File: config.mk
export PLATFORM = sky130hd
export DESIGN_NAME = tap_regport
export DESIGN_NICKNAME = d
export VERILOG_FILES = /design/src/rtl/tap_regport_pkg.sv /design/src/rtl/tap_ctrl.sv /design/src/rtl/tap_sreg.sv /design/src/rtl/tap_dout.sv /design/src/rtl/tap_regport.sv
export SDC_FILE = /design/constraint.sdc
export NUM_CORES = 1
export LEC_CHECK = 0
export BUFFER_PORTS_ARGS = -buffer_cell sky130_fd_sc_hd__buf_2
export CORE_UTILIZATION = 51
export CTS_BUF_LIST = sky130_fd_sc_hd__clkbuf_16
export DETAILED_ROUTE_END_ITERATION = 12
export GPL_ROUTABILITY_DRIVEN = 0
export PLACE_DENSITY = 0.78
export SLEW_MARGIN = 10
export SYNTH_ARGS = -nofsm -noshare
export SYNTH_HDL_FRONTEND = slang
export SYNTH_SLANG_ARGS = --single-unit
File: constraint.sdc
create_clock -name ser_clk -period 1.85 [get_ports ser_clk]
set_clock_uncertainty 0.05 [all_clocks]
set_input_delay 0.37 -clock ser_clk [delete_from_list [all_inputs] [get_ports ser_clk]]
set_output_delay 0.37 -clock ser_clk [all_outputs]
set_load 0.02 [all_outputs]
File: src/rtl/tap_regport_pkg.sv
package tap_regport_pkg;

   typedef enum logic [3:0] {
      S_TLR    = 4'd0,
      S_IDLE   = 4'd1,
      S_SEL_DR = 4'd2,
      S_CAP_DR = 4'd3,
      S_SH_DR  = 4'd4,
      S_EX1_DR = 4'd5,
      S_PS_DR  = 4'd6,
      S_EX2_DR = 4'd7,
      S_UPD_DR = 4'd8,
      S_SEL_IR = 4'd9,
      S_CAP_IR = 4'd10,
      S_SH_IR  = 4'd11,
      S_EX1_IR = 4'd12,
      S_PS_IR  = 4'd13,
      S_EX2_IR = 4'd14,
      S_UPD_IR = 4'd15
   } tap_st_e;

   function automatic tap_st_e tap_next(input tap_st_e cur, input logic m);
      tap_st_e n;
      unique case (cur)
         S_TLR:    n = m ? S_TLR    : S_IDLE;
         S_IDLE:   n = m ? S_SEL_DR : S_IDLE;
         S_SEL_DR: n = m ? S_SEL_IR : S_CAP_DR;
         S_CAP_DR: n = m ? S_EX1_DR : S_SH_DR;
         S_SH_DR:  n = m ? S_EX1_DR : S_SH_DR;
         S_EX1_DR: n = m ? S_UPD_DR : S_PS_DR;
         S_PS_DR:  n = m ? S_EX2_DR : S_PS_DR;
         S_EX2_DR: n = m ? S_UPD_DR : S_SH_DR;
         S_UPD_DR: n = m ? S_SEL_DR : S_IDLE;
         S_SEL_IR: n = m ? S_TLR    : S_CAP_IR;
         S_CAP_IR: n = m ? S_EX1_IR : S_SH_IR;
         S_SH_IR:  n = m ? S_EX1_IR : S_SH_IR;
         S_EX1_IR: n = m ? S_UPD_IR : S_PS_IR;
         S_PS_IR:  n = m ? S_EX2_IR : S_PS_IR;
         S_EX2_IR: n = m ? S_UPD_IR : S_SH_IR;
         S_UPD_IR: n = m ? S_SEL_DR : S_IDLE;
         default:  n = S_TLR;
      endcase
      return n;
   endfunction

endpackage

File: src/rtl/tap_ctrl.sv
module tap_ctrl
   import tap_regport_pkg::*;
(
   input  logic    clk,
   input  logic    rst_n,
   input  logic    mode,
   output tap_st_e st,
   output tap_st_e nxt
);

   always_comb nxt = tap_next(st, mode);

   always_ff @(posedge clk or negedge rst_n) begin
      if (!rst_n) st <= S_TLR;
      else        st <= nxt;
   end

endmodule

File: src/rtl/tap_sreg.sv
module tap_sreg #(
   parameter int W = 8
) (
   input  logic         clk,
   input  logic         rst_n,
   input  logic         cap,
   input  logic         shf,
   input  logic [W-1:0] cap_val,
   input  logic         sdi,
   output logic [W-1:0] q
);

   logic [W-1:0] shifted;

   generate
      if (W == 1) begin : g_single
         always_comb shifted = sdi;
      end else begin : g_multi
         always_comb shifted = {sdi, q[W-1:1]};
      end
   endgenerate

   always_ff @(posedge clk or negedge rst_n) begin
      if (!rst_n)   q <= '0;
      else if (cap) q <= cap_val;
      else if (shf) q <= shifted;
   end

endmodule

File: src/rtl/tap_dout.sv
module tap_dout #(
   parameter bit ON_FALL = 1'b1
) (
   input  logic clk,
   input  logic rst_n,
   input  logic en,
   input  logic bit_in,
   output logic dout
);

   logic nxt_bit;

   always_comb nxt_bit = en & bit_in;

   generate
      if (ON_FALL) begin : g_fall
         always_ff @(negedge clk or negedge rst_n) begin
            if (!rst_n) dout <= 1'b0;
            else        dout <= nxt_bit;
         end
      end else begin : g_comb
         always_comb dout = nxt_bit;
      end
   endgenerate

endmodule

File: src/rtl/tap_regport.sv
module tap_regport
   import tap_regport_pkg::*;
#(
   parameter int ADDR_W       = 5,
   parameter int DATA_W       = 8,
   parameter bit DOUT_ON_FALL = 1'b1
) (
   input  logic              ser_clk,
   input  logic              ser_mode,
   input  logic              ser_din,
   output logic              ser_dout,
   input  logic              rst_n,
   input  logic [ADDR_W-1:0] status_in,
   output logic [ADDR_W-1:0] rf_addr,
   output logic [DATA_W-1:0] rf_wdata,
   output logic              rf_we,
   output logic              rf_re,
   input  logic [DATA_W-1:0] rf_rdata
);

   localparam logic [ADDR_W-1:0] ADDR_CLR = '0;

   generate
      if (ADDR_W < 1 || ADDR_W > 16) begin : g_bad_addr_w
         $error("tap_regport: ADDR_W must lie in 1..16");
      end
      if (DATA_W < 1 || DATA_W > 64) begin : g_bad_data_w
         $error("tap_regport: DATA_W must lie in 1..64");
      end
   endgenerate

   tap_st_e st;
   tap_st_e nxt;

   logic [ADDR_W-1:0] ir_q;
   logic [DATA_W-1:0] dr_q;
   logic              ir_cap, ir_shf, dr_cap, dr_shf;
   logic              in_shift, out_bit;
   logic [ADDR_W-1:0] addr_q;

   tap_ctrl u_ctrl (
      .clk   (ser_clk),
      .rst_n (rst_n),
      .mode  (ser_mode),
      .st    (st),
      .nxt   (nxt)
   );

   always_comb begin
      ir_cap   = (st == S_CAP_IR);
      ir_shf   = (st == S_SH_IR);
      dr_cap   = (st == S_CAP_DR);
      dr_shf   = (st == S_SH_DR);
      in_shift = ir_shf | dr_shf;
      out_bit  = ir_shf ? ir_q[0] : dr_q[0];
   end

   tap_sreg #(.W(ADDR_W)) u_ir (
      .clk     (ser_clk),
      .rst_n   (rst_n),
      .cap     (ir_cap),
      .shf     (ir_shf),
      .cap_val (status_in),
      .sdi     (ser_din),
      .q       (ir_q)
   );

   tap_sreg #(.W(DATA_W)) u_dr (
      .clk     (ser_clk),
      .rst_n   (rst_n),
      .cap     (dr_cap),
      .shf     (dr_shf),
      .cap_val (rf_rdata),
      .sdi     (ser_din),
      .q       (dr_q)
   );

   tap_dout #(.ON_FALL(DOUT_ON_FALL)) u_out (
      .clk    (ser_clk),
      .rst_n  (rst_n),
      .en     (in_shift),
      .bit_in (out_bit),
      .dout   (ser_dout)
   );

   always_ff @(posedge ser_clk or negedge rst_n) begin
      if (!rst_n)               addr_q <= ADDR_CLR;
      else if (nxt == S_TLR)    addr_q <= ADDR_CLR;
      else if (st == S_UPD_IR)  addr_q <= ir_q;
   end

   always_comb begin
      rf_addr  = addr_q;
      rf_wdata = dr_q;
      rf_we    = (st == S_UPD_DR);
      rf_re    = (st == S_CAP_DR);
   end

endmodule

==> metrics.txt, run 1 <==
# TYPE chip_impl_metric gauge
chip_impl_info{name="run_status",value="complete, but fails checks"} 1
chip_impl_info{name="violations",value="setup timing"} 1
chip_impl_metric{name="flow.area_growth_from_synthesis",unit="%"} 24.3
chip_impl_metric{name="timing.final.max_slew_violations",unit=""} 0
chip_impl_info{name="synth_most_common_cell",value="dfrtp_1"} 1
chip_impl_metric{name="setup_slack",unit="ns"} -0.323
chip_impl_metric{name="wire_per_inst",unit="um"} 13.9
chip_impl_info{name="clock_tree.root_cell",value="clkbuf_16"} 1
chip_impl_info{name="ys.flop_type",value="dfrtp_1"} 1
chip_impl_metric{name="grt_use_total",unit="%"} 22.8
chip_impl_metric{name="yosysTopAreaCellShare",unit="%"} 45.0
chip_impl_info{name="path_class",value="register to primary output"} 1
chip_impl_metric{name="cts_post_setup_buffers_inserted",unit=""} 0
chip_impl_metric{name="drive_above_1_share",unit="%"} 33.5
chip_impl_metric{name="finalNonFillerCells",unit=""} 186
chip_impl_metric{name="rows",unit=""} 17
chip_impl_metric{name="numCtsBuffers",unit=""} 3
chip_impl_metric{name="detail_route.iter0.violations",unit=""} 11
chip_impl_metric{name="placeableCoreArea",unit="um2"} 2230
chip_impl_metric{name="ir_worst_vdd",unit="mV"} 1.16
chip_impl_info{name="worstSetupStartpoint",value="u_out.dout"} 1
chip_impl_metric{name="final-setup-viol-count",unit=""} 1
chip_impl_metric{name="pin_count",unit=""} 33
chip_impl_info{name="timing.critical_path.slowest_stage_cell",value="dfrtn_1"} 1
chip_impl_info{name="cts_tree",value="yes"} 1
chip_impl_metric{name="number_of_maximum_capacitance_violations",unit=""} 0
chip_impl_metric{name="pwr-share-comb",unit="%"} 48.6
chip_impl_metric{name="pwr-share-clk",unit="%"} 17.1
chip_impl_metric{name="grt_remaining_overflow",unit=""} 0
chip_impl_info{name="cp_cell_sequence",value="buf_6"} 1
chip_impl_info{name="r2r_start",value="u_ctrl.st[0]"} 1
chip_impl_metric{name="finalHoldViolCount",unit=""} 0
chip_impl_metric{name="share_seq_of_total_power",unit="%"} 34.4
chip_impl_metric{name="wl",unit="um"} 2590
chip_impl_info{name="critical_path.top_delay_family",value="flip-flops"} 1
chip_impl_metric{name="placed_cells_incl_taps",unit=""} 182
chip_impl_metric{name="post_layout_nets",unit=""} 176
chip_impl_metric{name="drc",unit=""} 0
chip_impl_metric{name="dp.final_hpwl",unit="um"} 1860
chip_impl_metric{name="max_stage_delay",unit="ns"} 0.42
chip_impl_metric{name="power_report.internal_total",unit="W"} 0.00160
chip_impl_metric{name="synth_enable_flop_cells",unit=""} 0
chip_impl_metric{name="routed_antenna_nets",unit=""} 0
chip_impl_metric{name="critPathBufInv",unit=""} 1
chip_impl_metric{name="synthesis.nets",unit=""} 139
chip_impl_info{name="worstHoldPathType",value="input port to asynchronous set/reset pin"} 1
chip_impl_metric{name="ff2ff_setup_slack",unit="ns"} 0.05
chip_impl_metric{name="syn_area_per_cell",unit="um2"} 10.0
chip_impl_info{name="synth_area_leader_cell",value="dfrtp_1"} 1
chip_impl_metric{name="yosys_warnings",unit=""} 0
chip_impl_metric{name="chipHeight",unit="um"} 51.0
chip_impl_metric{name="clk_pin_slew_worst_paths",unit="ns"} 0.06
chip_impl_metric{name="synth.yosys.seq_area_share",unit="%"} 47.0
chip_impl_metric{name="full_die_area",unit="um2"} 2600
chip_impl_metric{name="vias",unit=""} 1003
chip_impl_info{name="rsz0062_at_grt",value="true"} 1
chip_impl_info{name="synth_top_family_by_area",value="simple AND/OR/NAND/NOR gates"} 1
chip_impl_metric{name="placement.io_buffers",unit=""} 32
chip_impl_metric{name="power.density",unit="nW/um2"} 1800
chip_impl_metric{name="cts_sinks",unit=""} 23
chip_impl_metric{name="clockBufferDepth",unit=""} 2
chip_impl_metric{name="worstMarginPinSlew",unit="ns"} 0.334
chip_impl_metric{name="pin_count_of_the_biggest_net_entering_global_routing",unit=""} 23
chip_impl_metric{name="worst_ep_arrival_time",unit="ns"} 1.75
chip_impl_metric{name="routed_via_density",unit=""} 5.39
chip_impl_info{name="main_area_contributors_after_synthesis",value="dfrtp_1 45%, mux2i_1 15%, nand2_1 4.9%"} 1
chip_impl_metric{name="p_leak",unit="nW"} 0.765
chip_impl_metric{name="cp_data_required_time",unit="ns"} 1.43
chip_impl_metric{name="mappedNetlistArea",unit="um2"} 1220
chip_impl_metric{name="number_of_flip_flops_and_latches_in_the_synthesized_netlist",unit=""} 23
chip_impl_metric{name="drt-pass1-iter-count",unit=""} 4
chip_impl_metric{name="effective_utilization_at_floorplan",unit="%"} 54.8
chip_impl_metric{name="dieWidth",unit="um"} 51.0
chip_impl_metric{name="power_switching_share",unit="%"} 41.6
chip_impl_metric{name="synth_cells",unit=""} 122
chip_impl_metric{name="fillerInstances",unit=""} 181
chip_impl_metric{name="xor_xnor_share_of_the_synthesized_area",unit="%"} 0.716
chip_impl_metric{name="crit_fanout",unit=""} 1
chip_impl_info{name="worst_setup_path_start_kind",value="register"} 1
chip_impl_info{name="crit_path_end_kind",value="primary output"} 1
chip_impl_metric{name="clk-insertion-delay-late",unit="ns"} 0.26
chip_impl_metric{name="grt_first_pass_wirelength",unit="um"} 4280
chip_impl_metric{name="post_synth_and_or_nand_nor_area_fraction",unit="%"} 17.3
chip_impl_metric{name="grt_pass1_vias",unit=""} 907
chip_impl_metric{name="power.net_switching",unit="W"} 0.00114
chip_impl_info{name="synth_top_cells_by_count",value="22 x dfrtp_1, 18 x mux2i_1, 16 x nand2_1"} 1
chip_impl_metric{name="synth_compound_area_share",unit="%"} 13.2
chip_impl_metric{name="maxSlewHeadroom",unit="%"} 77.7
chip_impl_metric{name="number_of_antenna_violations_at_the_first_check_in_global_routing",unit=""} 0
chip_impl_metric{name="synth_fa_ha_area_share",unit="%"} 0
chip_impl_metric{name="h-tree-depth",unit=""} 1
chip_impl_metric{name="timing.setup.tns",unit="ns"} -0.323
chip_impl_metric{name="fraction_of_registers_with_async_set_or_reset_after_synthesis",unit="%"} 100
chip_impl_metric{name="synth.area.mux_share",unit="%"} 14.7
chip_impl_metric{name="report.power.total",unit="W"} 0.00274
chip_impl_metric{name="antennaDiodeCount",unit=""} 0
chip_impl_metric{name="netlist-cell-type-count",unit=""} 30
power groups by stage:
| stage | combinational, W | sequential [W] | clock (W) |
|---|---|---|---|
| after floorplan | 0.000830 | 0.00108 | 0 |
| after global placement | 0.00127 | 0.000923 | 0 |
| after detailed placement | 0.00132 | 0.000944 | 0 |
| after CTS | 0.00133 | 0.000941 | 0.000472 |
| after global routing | 0.00146 | 0.000974 | 0.000489 |
| final | 0.00133 | 0.000941 | 0.000467 |
per-stage QoR:
| stage | hold WS (ns) | cell area (um2) | util, % | setup slack, ns |
|---|---|---|---|---|
| after floorplan | 0.0244 | 1250 | - | -0.126 |
| after detailed placement | 0.345 | 1430 | 64.1 | -0.0265 |
| after global placement | 0.333 | 1430 | 64.1 | -0.0116 |
| after global routing | 0.0950 | 1520 | 68.1 | -0.330 |
| after CTS | 0.0723 | 1520 | 68.0 | -0.311 |
| final | 0.0580 | 1520 | 68.1 | -0.323 |
final timing paths:
kind / to / cells after the start
worst max-delay path: ser_dout / 1
worst max register to register: u_out.dout / 3
max in group asynchronous: u_out.dout / 1
min in group ser_clk: u_dr.q[7] / 3
worst min register to register: u_ir.q[0] / 2
worst min-delay path: rf_addr[0] / 2
final cells by class:
type / instances / area (um2) / area share, %
Clock buffer: 3 / 75.1 / 4.93
Multi-Input combinational cell: 86 / 573 / 37.7
Timing Repair Buffer: 43 / 249 / 16.4
Inverter: 2 / 7.51 / 0.493
Sequential cell: 23 / 577 / 37.9
Clock inverter: 1 / 5.00 / 0.329
Tap cell: 28 / 35.0 / 2.30
timing repair:
action,CTS,global route
setup endpoints to repair,1,2
gates resized for setup,2,1
hold buffers,0,0
cloned,0,0
placed cells by master (no fill, tap or decap), types with 2 or more instances in the layout:
cell	n
a21oi_1	4
dfrtp_1	21
inv_1	2
o21ai_2	2
o21ai_0	7
mux2i_1	18
nand2b_1	3
o31ai_1	2
o21ai_1	7
nand3_1	3
clkbuf_16	3
nand2_1	16
nand3b_1	2
buf_4	11
buf_2	31
a211oi_1	3
nor2_1	6
nor4b_1	2
cells by family after synthesis:
group                     after synthesis
and+or+nand+nor                        40
AOI/OAI and AO/OA                      27
DFF                                    23
muxes                                  18
buffers and inverters                  13
xor gates and xnor gates                1
routing by layer:
layer,global-route usage [%],share of wire [%],up-vias
li1,-,-,498
met3,4.46,3.8,2
met2,34.6,48,25
met1,31.5,48,478
met4,10.2,0.54,0
met5,0,0,-
registers in the layout, indices dropped and copies added, names as in the netlist:
name / count
u_ir.q: 5
rf_addr: 5
u_ctrl.st: 4
u_out.dout: 1
u_dr.q: 8
No activity file was read; power rests on OpenSTA's default activity.
==> run 2: changes to the inputs <==
--- a/config.mk
+++ b/config.mk
@@ -7,7 +7,7 @@
 export LEC_CHECK = 0
 export BUFFER_PORTS_ARGS = -buffer_cell sky130_fd_sc_hd__buf_2
 export CORE_UTILIZATION = 51
-export CTS_BUF_LIST = sky130_fd_sc_hd__clkbuf_16
+export CTS_BUF_LIST = sky130_fd_sc_hd__clkbuf_8
 export DETAILED_ROUTE_END_ITERATION = 12
 export GPL_ROUTABILITY_DRIVEN = 0
 export PLACE_DENSITY = 0.78
==> metrics.txt, run 2 (same netlist as run 1, synthesis figures left out) <==
# TYPE chip_impl_metric gauge
chip_impl_info{name="run_status",value="complete, but fails checks"} 1
chip_impl_info{name="violations",value="setup timing"} 1
chip_impl_metric{name="largest_register_ff_count",unit=""} 8
chip_impl_metric{name="full_die_area",unit="um2"} 2600
chip_impl_metric{name="crit_fanout",unit=""} 1
chip_impl_info{name="top_layer",value="met4"} 1
chip_impl_metric{name="post_layout_nets",unit=""} 176
chip_impl_metric{name="finalHoldViolCount",unit=""} 0
chip_impl_info{name="layout_common_cells",value="31 x buf_2, 20 x dfrtp_1, 18 x mux2i_1"} 1
chip_impl_metric{name="setup_slack",unit="ns"} -0.311
chip_impl_metric{name="post_dp_cell_area",unit="um2"} 1430
chip_impl_metric{name="clk-insertion-delay-late",unit="ns"} 0.26
chip_impl_metric{name="route.met3.wl",unit="um"} 80
chip_impl_metric{name="drive_above_1_share",unit="%"} 34.2
chip_impl_metric{name="cts_post_setup_buffers_inserted",unit=""} 0
chip_impl_info{name="clock_tree.root_cell",value="clkbuf_8"} 1
chip_impl_metric{name="dieWidth",unit="um"} 51.0
chip_impl_metric{name="placement.io_buffers",unit=""} 32
chip_impl_metric{name="ir_worst_vdd",unit="mV"} 1.07
chip_impl_info{name="largest_register",value="u_dr.q"} 1
chip_impl_metric{name="drt-pass1-iter-count",unit=""} 4
chip_impl_info{name="final_common_cell",value="buf_2"} 1
chip_impl_info{name="path_class",value="register to primary output"} 1
chip_impl_info{name="crit_path_end_kind",value="primary output"} 1
chip_impl_metric{name="chipHeight",unit="um"} 51.0
chip_impl_metric{name="worstMarginPinSlew",unit="ns"} 0.320
chip_impl_metric{name="numCtsBuffers",unit=""} 3
chip_impl_metric{name="p_leak",unit="nW"} 0.748
chip_impl_metric{name="dp.final_hpwl",unit="um"} 1860
chip_impl_metric{name="wirelength_met1",unit="um"} 1190
chip_impl_metric{name="number_of_maximum_capacitance_violations",unit=""} 0
chip_impl_metric{name="placeableCoreArea",unit="um2"} 2230
chip_impl_info{name="rsz0062_at_grt",value="true"} 1
chip_impl_info{name="timing.critical_path.slowest_stage_cell",value="dfrtn_1"} 1
chip_impl_info{name="cts_tree",value="yes"} 1
chip_impl_metric{name="wire_per_inst",unit="um"} 13.8
chip_impl_metric{name="effective_utilization_at_floorplan",unit="%"} 54.8
chip_impl_metric{name="hold-worst-slack",unit="ns"} 0.0564
chip_impl_metric{name="placed_cells_incl_taps",unit=""} 182
chip_impl_metric{name="max_stage_delay",unit="ns"} 0.42
chip_impl_metric{name="vias",unit=""} 1006
chip_impl_metric{name="routed_antenna_nets",unit=""} 0
chip_impl_metric{name="pin_count_of_the_biggest_net_entering_global_routing",unit=""} 23
chip_impl_metric{name="grt_pass1_vias",unit=""} 907
chip_impl_info{name="critical_path.top_delay_family",value="flip-flops"} 1
chip_impl_metric{name="grt_first_pass_wirelength",unit="um"} 4220
chip_impl_metric{name="clk_pin_slew_worst_paths",unit="ns"} 0.08
chip_impl_metric{name="grt_use_total",unit="%"} 22.2
chip_impl_metric{name="wl",unit="um"} 2570
chip_impl_metric{name="wl_met2",unit="um"} 1280
chip_impl_metric{name="number_of_antenna_violations_at_the_first_check_in_global_routing",unit=""} 0
chip_impl_metric{name="rows",unit=""} 17
chip_impl_metric{name="cts_sinks",unit=""} 23
chip_impl_metric{name="ff2ff_setup_slack",unit="ns"} 0.05
chip_impl_metric{name="report.power.total",unit="W"} 0.00257
chip_impl_metric{name="worst_ep_arrival_time",unit="ns"} 1.74
chip_impl_metric{name="h-tree-depth",unit=""} 1
chip_impl_metric{name="maxSlewHeadroom",unit="%"} 78.6
chip_impl_info{name="worstHoldPathType",value="input port to asynchronous set/reset pin"} 1
chip_impl_metric{name="final-setup-viol-count",unit=""} 1
chip_impl_metric{name="pin_count",unit=""} 33
chip_impl_metric{name="flow.area_growth_from_synthesis",unit="%"} 21.7
chip_impl_metric{name="antennaDiodeCount",unit=""} 0
chip_impl_metric{name="cp_data_required_time",unit="ns"} 1.43
chip_impl_metric{name="finalNonFillerCells",unit=""} 186
chip_impl_metric{name="clockBufferDepth",unit=""} 2
chip_impl_metric{name="detail_route.iter0.violations",unit=""} 10
chip_impl_metric{name="grt_remaining_overflow",unit=""} 0
chip_impl_info{name="worst_setup_path_start_kind",value="register"} 1
chip_impl_metric{name="drc",unit=""} 0
chip_impl_metric{name="timing.final.max_slew_violations",unit=""} 0
chip_impl_info{name="cp_cell_sequence",value="buf_6"} 1
chip_impl_metric{name="power.density",unit="nW/um2"} 1730
chip_impl_metric{name="layout.cell_area.non_filler",unit="um2"} 1490
chip_impl_metric{name="critPathBufInv",unit=""} 1
chip_impl_metric{name="routed_via_density",unit=""} 5.41
[run 2: cell counts in the layout (fill, tap and decap cells not counted)]
Identical to the previous run, type by type.
[run 2: report_power, final]
group / total [W] / switching [W] / internal (W)
Combinational: 0.00133 / 0.000765 / 0.000565
Clock: 0.000303 / 0.000153 / 0.000150
Sequential: 0.000942 / 0.000196 / 0.000745
Total: 0.00257 / 0.00111 / 0.00146
[run 2: final timing paths]
| path | from | end | cells after the start |
|---|---|---|---|
| setup / recovery | u_out.dout | ser_dout | 1 |
| hold / removal | rst_n | rf_addr[2] | 2 |
| setup reg to reg | u_ctrl.st[0] | u_out.dout | 3 |
| hold reg to reg | u_ir.q[0] | u_ir.q[0] | 2 |
| max in group asynchronous | rst_n | u_out.dout | 1 |
| min in group ser_clk | rf_rdata[7] | u_dr.q[7] | 3 |
[run 2: final cells by class]
class / count / area (um2)
tap: 28 / 35.0
fill: 180 / 744
clock inverter: 1 / 5.00
clock buffer: 3 / 41.3
sequential: 23 / 578
inverter: 2 / 7.51
multi-input combinational: 86 / 573
timing repair buffer: 43 / 249
[run 2: stage by stage]
stage / setup WS, ns / util [%] / setup TNS (ns)
final: -0.311 / 66.7 / -0.311
after global routing: -0.326 / 66.7 / -0.326
after CTS: -0.304 / 66.5 / -0.304
after detailed placement: -0.0265 / 64.1 / -0.0265
after global placement: -0.0116 / 64.1 / -0.0116
after floorplan: -0.126 / - / -0.126
[run 2: repair_timing]
action                     4_1_cts  5_1_grt
hold endpoints to repair         0        0
gates resized for setup          2        2
cloned                           0        0
hold buffers                     0        0
setup endpoints to repair        1        3
[run 2: per-layer routing]
metal	track usage, %	vias up
met1	31.9	486
met3	2.68	2
li1	-	496
met2	33.8	22
met4	9.26	0
met5	0	-
